==> src/rtl/txd_pkg.sv <==
// Shared types and field positions for the transmit descriptor chain walker.
// Assumes 32-bit descriptor words and 16-bit length fields.
package txd_pkg;
    localparam int WORD_W     = 32;
    localparam int LEN_W      = 16;
    localparam int COLL_W     = 5;
    localparam int OWN_BIT    = 15;
    localparam int CTL_LAST   = 20;
    localparam int CTL_NOCRC  = 19;
    localparam int CTL_IRQ    = 18;
    localparam int CTL_FRAG   = 16;
    localparam logic [WORD_W-1:0] ALIGN_MASK = 32'hFFFF_FFFC;

    typedef enum logic [3:0] {
        S_IDLE, S_RD_STAT, S_RD_BUF, S_RD_CTL, S_RD_NEXT,
        S_RD_FCNT, S_RD_FADDR, S_RD_FLEN, S_ISSUE, S_WAIT_DONE, S_WR_STAT
    } txd_state_e;

    typedef enum logic [1:0] {
        OP_RD      = 2'd0,
        OP_RD_MULT = 2'd1,
        OP_RD_LINE = 2'd2,
        OP_WR      = 2'd3
    } mem_op_e;
endpackage

==> src/rtl/txd_rdop_dec.sv <==
// Maps the two-bit read-command select onto a memory read operation.
// Assumes line reads take precedence when both select bits are set.
module txd_rdop_dec
    import txd_pkg::*;
(
    input  logic [1:0] sel,
    output mem_op_e    op
);
    // Pick the read flavour from the select bits.
    always_comb begin
        if (sel[1])      op = OP_RD_LINE;
        else if (sel[0]) op = OP_RD_MULT;
        else             op = OP_RD;
    end
endmodule

==> src/rtl/txd_wb_pack.sv <==
// Packs the completion status word written back into a descriptor.
// Assumes error fields are zero unless the descriptor ends a frame.
module txd_wb_pack
    import txd_pkg::*;
(
    input  logic [LEN_W-1:0]  frame_len,
    input  logic              frame_end,
    input  logic              abort,
    input  logic [COLL_W-1:0] coll,
    input  logic              late,
    input  logic              under,
    output logic [WORD_W-1:0] word
);
    logic       bad_dma;
    logic       sent_ok;

    // Build the status word from the frame totals and error flags.
    always_comb begin
        bad_dma = abort | under;
        sent_ok = ~(bad_dma | late);
        word    = {frame_len, 16'h0000};
        if (frame_end) begin
            word[12:8] = coll;
            word[6]    = late;
            word[4]    = bad_dma;
            word[0]    = sent_ok;
        end
    end
endmodule

==> src/rtl/txd_req_mux.sv <==
// Drives the memory request port from the walker state and pointers.
// Assumes pointers arrive already word aligned.
module txd_req_mux
    import txd_pkg::*;
(
    input  txd_state_e        state,
    input  logic [WORD_W-1:0] desc_ptr,
    input  logic [WORD_W-1:0] frag_ptr,
    input  logic [WORD_W-1:0] wb_word,
    input  mem_op_e           rd_op,
    output logic              req,
    output logic [1:0]        op,
    output logic [WORD_W-1:0] addr,
    output logic [WORD_W-1:0] wdata
);
    // Select address, operation and data for the current state.
    always_comb begin
        req   = 1'b1;
        op    = rd_op;
        wdata = '0;
        addr  = desc_ptr;
        unique case (state)
            S_RD_STAT:  addr = desc_ptr;
            S_RD_BUF:   addr = desc_ptr + 32'd4;
            S_RD_CTL:   addr = desc_ptr + 32'd8;
            S_RD_NEXT:  addr = desc_ptr + 32'd12;
            S_RD_FCNT,
            S_RD_FADDR,
            S_RD_FLEN:  addr = frag_ptr;
            S_WR_STAT: begin
                op    = OP_WR;
                wdata = wb_word;
            end
            default:    req = 1'b0;
        endcase
    end
endmodule

==> src/rtl/txd_chain_fetch.sv <==
// Walks a linked chain of transmit descriptors, issues payload commands
// and writes completion status back. One memory request is outstanding
// at a time; read data is valid in the cycle mem_ack is high.
module txd_chain_fetch
    import txd_pkg::*;
#(
    parameter int MAX_FRAGS = 16
) (
    input  logic              clk,
    input  logic              rst_n,
    input  logic              kick,
    input  logic [31:0]       chain_head,
    input  logic [1:0]        rd_cmd_sel,
    output logic              mem_req,
    output logic [1:0]        mem_op,
    output logic [31:0]       mem_addr,
    output logic [31:0]       mem_wdata,
    input  logic              mem_ack,
    input  logic [31:0]       mem_rdata,
    output logic              cmd_valid,
    input  logic              cmd_ready,
    output logic [31:0]       cmd_addr,
    output logic [15:0]       cmd_len,
    output logic              cmd_last,
    output logic              cmd_nocrc,
    input  logic              tx_done,
    input  logic [4:0]        tx_coll,
    input  logic              tx_underrun,
    input  logic              tx_late,
    output logic              irq,
    output logic              qempty
);
    localparam int FCNT_W = $clog2(MAX_FRAGS + 1);
    localparam logic [WORD_W-1:0] MAX_CNT = WORD_W'(MAX_FRAGS);

    txd_state_e        state;
    logic              have_ptr;
    logic [WORD_W-1:0] desc_ptr, buf_ptr, next_ptr, frag_ptr;
    logic [LEN_W-1:0]  ctl_len;
    logic              ctl_last, ctl_nocrc, ctl_irq, ctl_frag;
    logic [FCNT_W-1:0] frag_left;
    logic [WORD_W-1:0] cmd_addr_q;
    logic [LEN_W-1:0]  cmd_len_q;
    logic              cmd_last_q;
    logic [LEN_W-1:0]  frame_len;
    logic              abort_q;
    logic [COLL_W-1:0] d_coll;
    logic              d_late, d_under;
    logic              irq_q, qempty_q;
    logic              frame_end;
    logic [WORD_W-1:0] wb_word;
    mem_op_e           rd_op;

    assign frame_end = ctl_last | abort_q;

    txd_rdop_dec u_dec (
        .sel (rd_cmd_sel),
        .op  (rd_op)
    );

    txd_wb_pack u_pack (
        .frame_len (frame_len),
        .frame_end (frame_end),
        .abort     (abort_q),
        .coll      (d_coll),
        .late      (d_late),
        .under     (d_under),
        .word      (wb_word)
    );

    txd_req_mux u_mux (
        .state    (state),
        .desc_ptr (desc_ptr),
        .frag_ptr (frag_ptr),
        .wb_word  (wb_word),
        .rd_op    (rd_op),
        .req      (mem_req),
        .op       (mem_op),
        .addr     (mem_addr),
        .wdata    (mem_wdata)
    );

    // Command stream outputs come straight from the held command registers.
    assign cmd_valid = (state == S_ISSUE);
    assign cmd_addr  = cmd_addr_q;
    assign cmd_len   = cmd_len_q;
    assign cmd_last  = cmd_last_q;
    assign cmd_nocrc = ctl_nocrc;
    assign irq       = irq_q;
    assign qempty    = qempty_q;

    // Main walker: fetch, issue, wait for completion, write back, advance.
    always_ff @(posedge clk) begin
        if (!rst_n) begin
            state      <= S_IDLE;
            have_ptr   <= 1'b0;
            desc_ptr   <= '0;
            buf_ptr    <= '0;
            next_ptr   <= '0;
            frag_ptr   <= '0;
            ctl_len    <= '0;
            ctl_last   <= 1'b0;
            ctl_nocrc  <= 1'b0;
            ctl_irq    <= 1'b0;
            ctl_frag   <= 1'b0;
            frag_left  <= '0;
            cmd_addr_q <= '0;
            cmd_len_q  <= '0;
            cmd_last_q <= 1'b0;
            frame_len  <= '0;
            abort_q    <= 1'b0;
            d_coll     <= '0;
            d_late     <= 1'b0;
            d_under    <= 1'b0;
            irq_q      <= 1'b0;
            qempty_q   <= 1'b0;
        end else begin
            irq_q    <= 1'b0;
            qempty_q <= 1'b0;
            unique case (state)
                S_IDLE: begin
                    if (kick) begin
                        if (!have_ptr) begin
                            desc_ptr <= chain_head & ALIGN_MASK;
                            have_ptr <= 1'b1;
                        end
                        state <= S_RD_STAT;
                    end
                end
                S_RD_STAT: begin
                    if (mem_ack) begin
                        if (!mem_rdata[OWN_BIT]) begin
                            qempty_q <= 1'b1;
                            state    <= S_IDLE;
                        end else begin
                            state <= S_RD_BUF;
                        end
                    end
                end
                S_RD_BUF: begin
                    if (mem_ack) begin
                        buf_ptr <= mem_rdata;
                        state   <= S_RD_CTL;
                    end
                end
                S_RD_CTL: begin
                    if (mem_ack) begin
                        ctl_len   <= mem_rdata[LEN_W-1:0];
                        ctl_last  <= mem_rdata[CTL_LAST];
                        ctl_nocrc <= mem_rdata[CTL_NOCRC];
                        ctl_irq   <= mem_rdata[CTL_IRQ];
                        ctl_frag  <= mem_rdata[CTL_FRAG];
                        state     <= S_RD_NEXT;
                    end
                end
                S_RD_NEXT: begin
                    if (mem_ack) begin
                        next_ptr <= mem_rdata & ALIGN_MASK;
                        if (ctl_frag) begin
                            frag_ptr <= buf_ptr & ALIGN_MASK;
                            state    <= S_RD_FCNT;
                        end else begin
                            cmd_addr_q <= buf_ptr;
                            cmd_len_q  <= ctl_len;
                            cmd_last_q <= ctl_last;
                            state      <= S_ISSUE;
                        end
                    end
                end
                S_RD_FCNT: begin
                    if (mem_ack) begin
                        if (mem_rdata == '0 || mem_rdata > MAX_CNT) begin
                            abort_q <= 1'b1;
                            state   <= S_WR_STAT;
                        end else begin
                            frag_left <= mem_rdata[FCNT_W-1:0];
                            frag_ptr  <= frag_ptr + 32'd4;
                            state     <= S_RD_FADDR;
                        end
                    end
                end
                S_RD_FADDR: begin
                    if (mem_ack) begin
                        cmd_addr_q <= mem_rdata;
                        frag_ptr   <= frag_ptr + 32'd4;
                        state      <= S_RD_FLEN;
                    end
                end
                S_RD_FLEN: begin
                    if (mem_ack) begin
                        cmd_len_q  <= mem_rdata[LEN_W-1:0];
                        cmd_last_q <= ctl_last && (frag_left == FCNT_W'(1));
                        frag_left  <= frag_left - FCNT_W'(1);
                        frag_ptr   <= frag_ptr + 32'd4;
                        state      <= S_ISSUE;
                    end
                end
                S_ISSUE: begin
                    if (cmd_ready) begin
                        frame_len <= frame_len + cmd_len_q;
                        if (ctl_frag && frag_left != '0) state <= S_RD_FADDR;
                        else if (ctl_last)                state <= S_WAIT_DONE;
                        else                              state <= S_WR_STAT;
                    end
                end
                S_WAIT_DONE: begin
                    if (tx_done) begin
                        d_coll  <= tx_coll;
                        d_late  <= tx_late;
                        d_under <= tx_underrun;
                        state   <= S_WR_STAT;
                    end
                end
                S_WR_STAT: begin
                    if (mem_ack) begin
                        irq_q <= frame_end & ctl_irq;
                        if (frame_end) begin
                            frame_len <= '0;
                            abort_q   <= 1'b0;
                            d_coll    <= '0;
                            d_late    <= 1'b0;
                            d_under   <= 1'b0;
                        end
                        if (next_ptr == '0) begin
                            qempty_q <= 1'b1;
                            have_ptr <= 1'b0;
                            state    <= S_IDLE;
                        end else begin
                            desc_ptr <= next_ptr;
                            state    <= S_RD_STAT;
                        end
                    end
                end
                default: state <= S_IDLE;
            endcase
        end
    end
endmodule

==> config.mk <==
export PLATFORM = sky130hd
export DESIGN_NAME = txd_chain_fetch
export DESIGN_NICKNAME = d
export VERILOG_FILES = /design/src/rtl/txd_pkg.sv /design/src/rtl/txd_rdop_dec.sv /design/src/rtl/txd_wb_pack.sv /design/src/rtl/txd_req_mux.sv /design/src/rtl/txd_chain_fetch.sv
export SDC_FILE = /design/constraint.sdc
export NUM_CORES = 1
export LEC_CHECK = 0
export ABC_AREA = 0
export BUFFER_PORTS_ARGS = -buffer_cell sky130_fd_sc_hd__buf_2
export CAP_MARGIN = 20
export CORE_UTILIZATION = 25
export DETAILED_ROUTE_END_ITERATION = 10
export HOLD_SLACK_MARGIN = 0.15
export MAX_ROUTING_LAYER = met4
export PLACE_DENSITY = 0.42
export SLEW_MARGIN = 40
export SYNTH_ARGS = -nofsm -noshare
export SYNTH_HDL_FRONTEND = slang
export SYNTH_SLANG_ARGS = --single-unit
==> constraint.sdc <==
create_clock -name clk -period 3.5 [get_ports clk]
set_input_delay 0.7 -clock clk [delete_from_list [all_inputs] [get_ports clk]]
set_output_delay 0.7 -clock clk [all_outputs]
set_load 0.02 [all_outputs]
======== Yosys cells after proc, flatten, opt, wreduce, memory -nomap -nowiden ========
Index checks and enable logic that the tools add are counted.
operators by class
  eq/ne operators ......................... 31
  order comparisons ....................... 1
  bitwise operators ....................... 5
  mux-type cells .......................... 81
  reduce and logical (&&, ||, !) cells .... 32
  $add $sub $neg .......................... 6
operator list
  cell                     count
  $mux W32                 13
  $pmux W32 S2             2
  $pmux W32 S4             1
  $mux W16                 6
  $pmux W32 S3             1
  $add A32 B3 Y32 const B  2
  $add A32 B4 Y32 const B  2
  $logic_not A32 Y1        2
  $pmux W16 S2             2
  $mux W4                  14
  $pmux W4 S11             1
  $ne A2 B2 Y1 const B     18
  $mux W5                  7
  $gt A32 B5 Y1 const B    1
  $reduce_and A4 Y1        6
  $mux W1                  22
  $pmux W5 S2              2
  $add A16 B16 Y16         1
  $eq A4 B3 Y1 const B     4
  $reduce_bool A2 Y1       7
  $eq A4 B4 Y1 const B     3
  $pmux W1 S2              6
  $reduce_and A11 Y1       1
  $reduce_and A5 Y1        2
  20 further kinds         30
storage, ports and cells
  output and inout bits ................... 120
  register bits after elaboration ......... 231
  input bits .............................. 79
  word-level logic and storage cells ...... 178

======== Longest topological paths before layout ========
Gate-level depths: netlist of the first run.
  depth after elaboration ................. 5
  depth in mapped cells ................... 12

======== Cells and area by module ========
Synthesis of the first run repeated with hierarchy kept, for this count alone.
unflattened totals
  cell total of the unflattened synthesis .. 1772
  area total of the unflattened synthesis .. 13445.4 um^2
modules (own cells, without submodules)
  module           cells each  area each (um^2)  times used
  txd_chain_fetch  1375        10875.4           1
  txd_req_mux      362         2288.4            1
  txd_wb_pack      33          260.2             1
  txd_rdop_dec     2           21.3              1

======== Least setup slack after synthesis of the first run ========
OpenSTA, ideal clock, no wires.
  path kind ............................... reg-to-output
  from .................................... register state[3]
  to ...................................... output mem_addr[21]
  stages on the path, launching flop included .. 12
  path buffers ............................ 1
  arrival time ............................ 2.510 ns
  path slack .............................. 0.290 ns
  cell sequence ........................... dfxtp_1 > buf_2 > inv_1 > nand2_1 > nor3_1 > ha_1 > a21o_1 > and3_1 > nand3_1 > o21ai_0 > o221a_2 > a21oi_1
between the ends
  longest elaborated chain between the ends .. 3
ends and longest elaborated chain
  what                    line                    source
  from (decl)             txd_chain_fetch.sv:36   txd_state_e state;
  from (signal assigned)  txd_chain_fetch.sv:95   state <= S_IDLE;
  from (signal assigned)  txd_chain_fetch.sv:127  state <= S_RD_STAT;
  from (signal assigned)  txd_chain_fetch.sv:134  state <= S_IDLE;
  $eq A4 B3 Y1            txd_req_mux.sv:22       unique case (state)
  $reduce_or A3 Y1        txd_req_mux.sv:22
  $pmux W32 S4 (*)        txd_req_mux.sv:22
  to (decl)               txd_chain_fetch.sv:16   output logic [31:0] mem_addr,
Every way passes the cells marked *; elsewhere a longest branch is shown, timed or not.

======== Final worst setup path of the first run ========
  from .................................... register state[3]
  to ...................................... output mem_addr[30]
The elaborated chain is that of the path after synthesis.

==> metrics.txt, run 1 <==
asr flop ratio synth=0%; hold bufs inserted after CTS=0; clock-pin slew on the worst setup and hold paths=60 ps; layout cells sized above 1=21.0%; Leakage=5.82 nW; fin. max-slew vios=0; utilization after layout=31.8%; via count=13200; worst hold path class=input port to flop; Die ar.=51600 sq um; most frequent cells in the layout=nand2_1, dfxtp_1, a21oi_1, buf_2, nor2_1; Die W=227 um; TritonCTS clock tree=built; DRT iter0 DRCs=917; crit start category=flop; # diodes=0; Worst Path Arrival=2790 ps; CP peak stage delay=340 ps; clk buf depth=3; Ys Warns=0; leading cell type in the layout, fill and taps excluded=nand2_1; sequential cell area=4560 sq um; Layout Skew=31.0 ps; Post-synth EDFFs=0; worst path cell trace=inv_2 > nand2_2 > nor3_2 > buf_4 > fa_2 > nand4_1 > buf_4 > nor3_4 > buf_4 > buf_4 > a21oi_2 > nor2_1 > o21ai_2 > buf_6; Worst Setup End Kind=output pin; hold path depth=3; met2 GRT Util=35.0%; ANT nets after route=0; detailed placement HPWL=39200 um; initial antenna violation count=0; CTS sink count=227; Port Buffers=186; Tcrit/Tclk final=99.8%; crit path kind=flop to output pin; Total Power=6.95 mW; met3 Usage GRT=2.19%; worst reg2reg setup slack=760 ps; met1 GRT Util=26.5%; Rows=82; DR vias/cell=5.12; Hold Vio Cnt, Final=0; vias in the first global route=12500; I/O pins=199; Area Overhead vs Synth=25.5%; gpl congestion=0.905; Worst-Skew Late Latency=580 ps; Hold Crit Endpoint=d_coll[3]; #FFs+latches synth=227; CP most frequent cell=buf_4; H-tree levels=1; Core ar.=50100 sq um; unique cell type count in the Yosys netlist=82; DRT Pass-1 Iters=5; Post-Place Worst Slack=293 ps; slowest CP cell=fa_2; Filler cells=5523; primary flip-flop cell chosen by synthesis mapping=dfxtp_1; Post-Layout Cell Count=2582; Syn Std Cell Area=12700 sq um; RSZ-0062 raised after global routing=true; largest net degree at the start of global routing=65; smallest setup slack after layout=6.22 ps; Post-Synthesis Cells=1720; CTS buffer count=30; routed len/inst=20.5 um; critical hold path startpoint=tx_coll[3]; CP Max Fanout=3; total track usage=20.7%; final setup fails=0; DRC viols=0; starting density of the core=25.3%; start point of the critical path=state[3]; fin nets=1990; RR Endpoint=frame_len[15]; wirelength, routed=53000 um; Clock Root Buffer=clkbuf_16; FF-to-FF path depth=8; worst vdd ir=362 uV; area of the multi-input gates=7720 sq um; Worst Max-Slew Pin Slew=581 ps; WP data required=2800 ps; PD cells=437 nW/um^2; max cap viols=0; Buf/Inv on CP=6; status=finished, final reports clean; grt ovf=0; Die Ht=227 um; worst rel slew slack=60.8%; Max Fclk=286 MHz; first-pass GRT wire length=78700 um; busiest grt layer=met2; Placed Instances=2517; syn avg cell area=7.37 sq um; register area share after synthesis=35.9%; Crit path max-delay family=buffers and inverters; min cycle time layout=3490 ps; FF-to-FF Start=state[0]
[per-stage QoR]
step	instance area [sq um]	hold WS, ps	setup TNS, ps
final	15900	377	0
after global routing	15900	364	-967
after CTS	15700	348	-255
after detailed placement	14500	434	0
after global placement	14500	441	0
after floorplan	12700	422	0
[cell usage after synthesis, types with 29 or more instances]
cell type	number	area, sq um
a211oi_1	37	278
a21oi_1	180	901
a311oi_1	47	412
and3_1	29	181
buf_2	29	145
clkbuf_1	89	334
dfxtp_1	227	4540
mux2i_1	34	340
nand2_1	363	1360
nand3_1	58	290
nor2_1	178	668
o21ai_0	75	375
[worst register-to-register path: stages, from the launching register on]
cell	delay, ps
dfxtp_1	320
buf_4	220
nor2_1	260
buf_4	240
and3_1	480
o22ai_2	260
and2_1	370
nor4b_1	340
a22oi_1	130
[logic make-up (layout without fill, tap and decap cells)]
logic type               count (synthesis)  after routing  share of synthesized area (%)
buffers and inverters                  162            343                           5.60
adder cells (fa/ha/maj)                 22             22                           2.29
AO/OA/AOI/OAI                          473            473                           24.1
AND/OR/NAND/NOR                        770            770                           27.3
XOR/XNOR                                31             31                           2.14
flip-flops                             227            227                           35.9
other                                    1             10                         0.0296
multiplexers                            34             34                           2.69
[final cells by class]
cell class / count / area share [%]
multi-input combinational: 1340 / 48.5
sequential: 227 / 28.7
timing repair buffer: 265 / 10.4
tap: 672 / 5.29
clock buffer: 38 / 5.16
clock inverter: 15 / 1.26
inverter: 25 / 0.622
[layer usage]
metal / wire (um) / part of all wire [%]
met5: 0 / 0
met4: 952 / 1.8
met3: 2160 / 4.1
met2: 26000 / 49
met1: 23800 / 45
[registers in the layout, summed over array words and instances, names as in the netlist, 4 cells and up]
| signal | cells |
|---|---|
| d_coll | 5 |
| cmd_len | 16 |
| state | 4 |
| frag_ptr | 30 |
| frame_len | 16 |
| ctl_len | 16 |
| cmd_addr | 32 |
| desc_ptr | 30 |
| buf_ptr | 32 |
| frag_left | 5 |
| next_ptr | 30 |
[power breakdown]
group	switching, mW	internal, mW	leakage (nW)
Combinational	0.627	0.341	3.49
Sequential	0.104	2.66	1.84
Clock	1.26	1.95	0.497
[what timing repair did]
action,4_1_cts,5_1_grt
gates resized for setup,46,50
buffers inserted,10,1
pin swaps,15,14
setup endpoints to repair,20,25
[how the worst max path moves through the flow]
stage / endpoint / slack, ps / cells past startpoint
after floorplan: mem_addr[21] / 290 / 11
after global placement: mem_addr[31] / 290 / 12
after detailed placement: mem_addr[26] / 290 / 8
after CTS: mem_addr[26] / -90 / 12
after global routing: mem_addr[26] / -140 / 12
final: mem_addr[30] / 6 / 14
Power figures use the tool's default switching activity.
==> run 2, diff against run 1 <==
--- a/config.mk
+++ b/config.mk
@@ -13,7 +13,7 @@
 export HOLD_SLACK_MARGIN = 0.15
 export MAX_ROUTING_LAYER = met4
 export PLACE_DENSITY = 0.42
-export SLEW_MARGIN = 40
+export SLEW_MARGIN = 20
 export SYNTH_ARGS = -nofsm -noshare
 export SYNTH_HDL_FRONTEND = slang
 export SYNTH_SLANG_ARGS = --single-unit
==> constraint.sdc (replaced) <==
create_clock -name clk -period 3.5 [get_ports clk]
set_input_delay 0.7 -clock clk [delete_from_list [all_inputs] [get_ports clk]]
set_output_delay 0.7 -clock clk [all_outputs]
set_load 0.005 [all_outputs]
==> metrics.txt, run 2 (synthesis results as in run 1) <==
status=finished, final reports clean; worst reg2reg setup slack=530 ps; DRT iter0 DRCs=911; wirelength, routed=52800 um; critical hold path startpoint=tx_coll[4]; clk buf depth=3; total track usage=20.7%; Tcrit/Tclk final=97.5%; WP data required=2800 ps; Setup Total Neg Slack=0 ps; Die W=227 um; Filler cells=5478; Hold Vio Cnt, Final=0; max cap viols=0; utilization after layout=31.9%; Layout Skew=15.5 ps; fin. max-slew vios=0; layout cells sized above 1=20.9%; Worst Path Arrival=2710 ps; I/O pins=199; PD cells=449 nW/um^2; routed len/inst=20.4 um; # diodes=0; Worst Setup End Kind=output pin; CTS buffer count=30; vias in the first global route=12700; min cycle time layout=3410 ps; Rows=82; Port Buffers=186; gpl congestion=0.907; most frequent cells in the layout=nand2_1, dfxtp_1, buf_2, a21oi_1, nor2_1; met1 WL=23000 um; initial antenna violation count=0; hold bufs inserted after CTS=0; Clock Root Buffer=clkbuf_16; Die Ht=227 um; sequential cell area=4570 sq um; area of the multi-input gates=7690 sq um; uppermost layer routed=met4; Worst Max-Slew Pin Slew=863 ps; RSZ-0062 raised after global routing=true; crit start category=flop; clock-pin slew on the worst setup and hold paths=60 ps; largest net degree at the start of global routing=65; Area Overhead vs Synth=26.0%; detailed placement HPWL=39100 um; Worst-Skew Late Latency=580 ps; DRC viols=0; fin nets=1990; CTS sink count=227; ANT nets after route=0; final setup fails=0; grt ovf=0; leading cell type in the layout, fill and taps excluded=nand2_1; via count=13300; Routed met3 length=2820 um; FF-to-FF Start=state[1]; DRT Pass-1 Iters=5; Max Fclk=293 MHz; Core ar.=50100 sq um; start point of the critical path=state[3]; worst hold path class=input port to flop; H-tree levels=1; worst vdd ir=378 uV; met2 routed WL=25200 um; DR vias/cell=5.14; TritonCTS clock tree=built; Leakage=5.83 nW; CP Max Fanout=4; crit path kind=flop to output pin; Die ar.=51600 sq um; worst rel slew slack=42.2%; first-pass GRT wire length=78600 um; starting density of the core=25.3%
## run 2: changes by cell type in the layout (fill, tap and decap cells not counted), sizes merged
cell and delta:
bufinv +2, clkbuf +8, clkinvlp -3, clkinv -4
## run 2: worst max-delay path, cell delays in order (launching register included)
cell and delay (ps):
dfxtp_2 320, inv_2 70, nand2_4 50, nor3_4 140, buf_6 140, fa_2 190
nand4_1 120, buf_6 170, nor2_4 160, buf_4 140, o21ai_0 100, a221o_1 390
buf_2 140
## run 2: final timing paths
| path | end | depth (start not counted) |
|---|---|---|
| min | d_coll[4] | 3 |
| min reg2reg | irq | 2 |
| max reg2reg | frame_len[15] | 9 |
| max | mem_addr[14] | 12 |
## run 2: layer usage
metal	global-route usage, %	vias up
met5	-	-
met4	7.32	0
met3	2.48	90
met2	34.2	384
met1	26.0	6350
li1	-	6469
## run 2: stage by stage
stage	setup WS (ps)	hold slack (ps)	std cells	cell area, sq um	power, mW
6_report	89.2	375	2585	16000	7.18
5_1_grt	-50.2	371	2585	16000	7.46
4_1_cts	-15.6	341	2581	15800	7.25
3_5_place_dp	254	444	2513	14400	3.63
3_3_place_gp	223	442	2513	14400	3.63
2_1_floorplan	490	422	1729	12700	3.25
## run 2: repair_timing
item / in CTS / in global routing
endpoints found under the setup margin: 22 / 22
buffers inserted: 13 / 4
resized for setup: 40 / 39
pin swaps: 8 / 11
## run 2: power by group
part | leakage [nW] | switching (mW) | internal, mW
combinational | 3.42 | 0.526 | 0.308
sequential | 1.84 | 0.113 | 2.66
clock | 0.571 | 1.28 | 2.28
total | 5.83 | 1.92 | 5.26
## run 2: area by class of cell
cell class	count	area share, %
clock buffers	46	5.89
clock inverters	10	1.37
inverters	25	0.619
multi-input cells	1340	48.2
flip-flops and latches	227	28.6
well taps	672	5.26
repair buffers	265	10.1
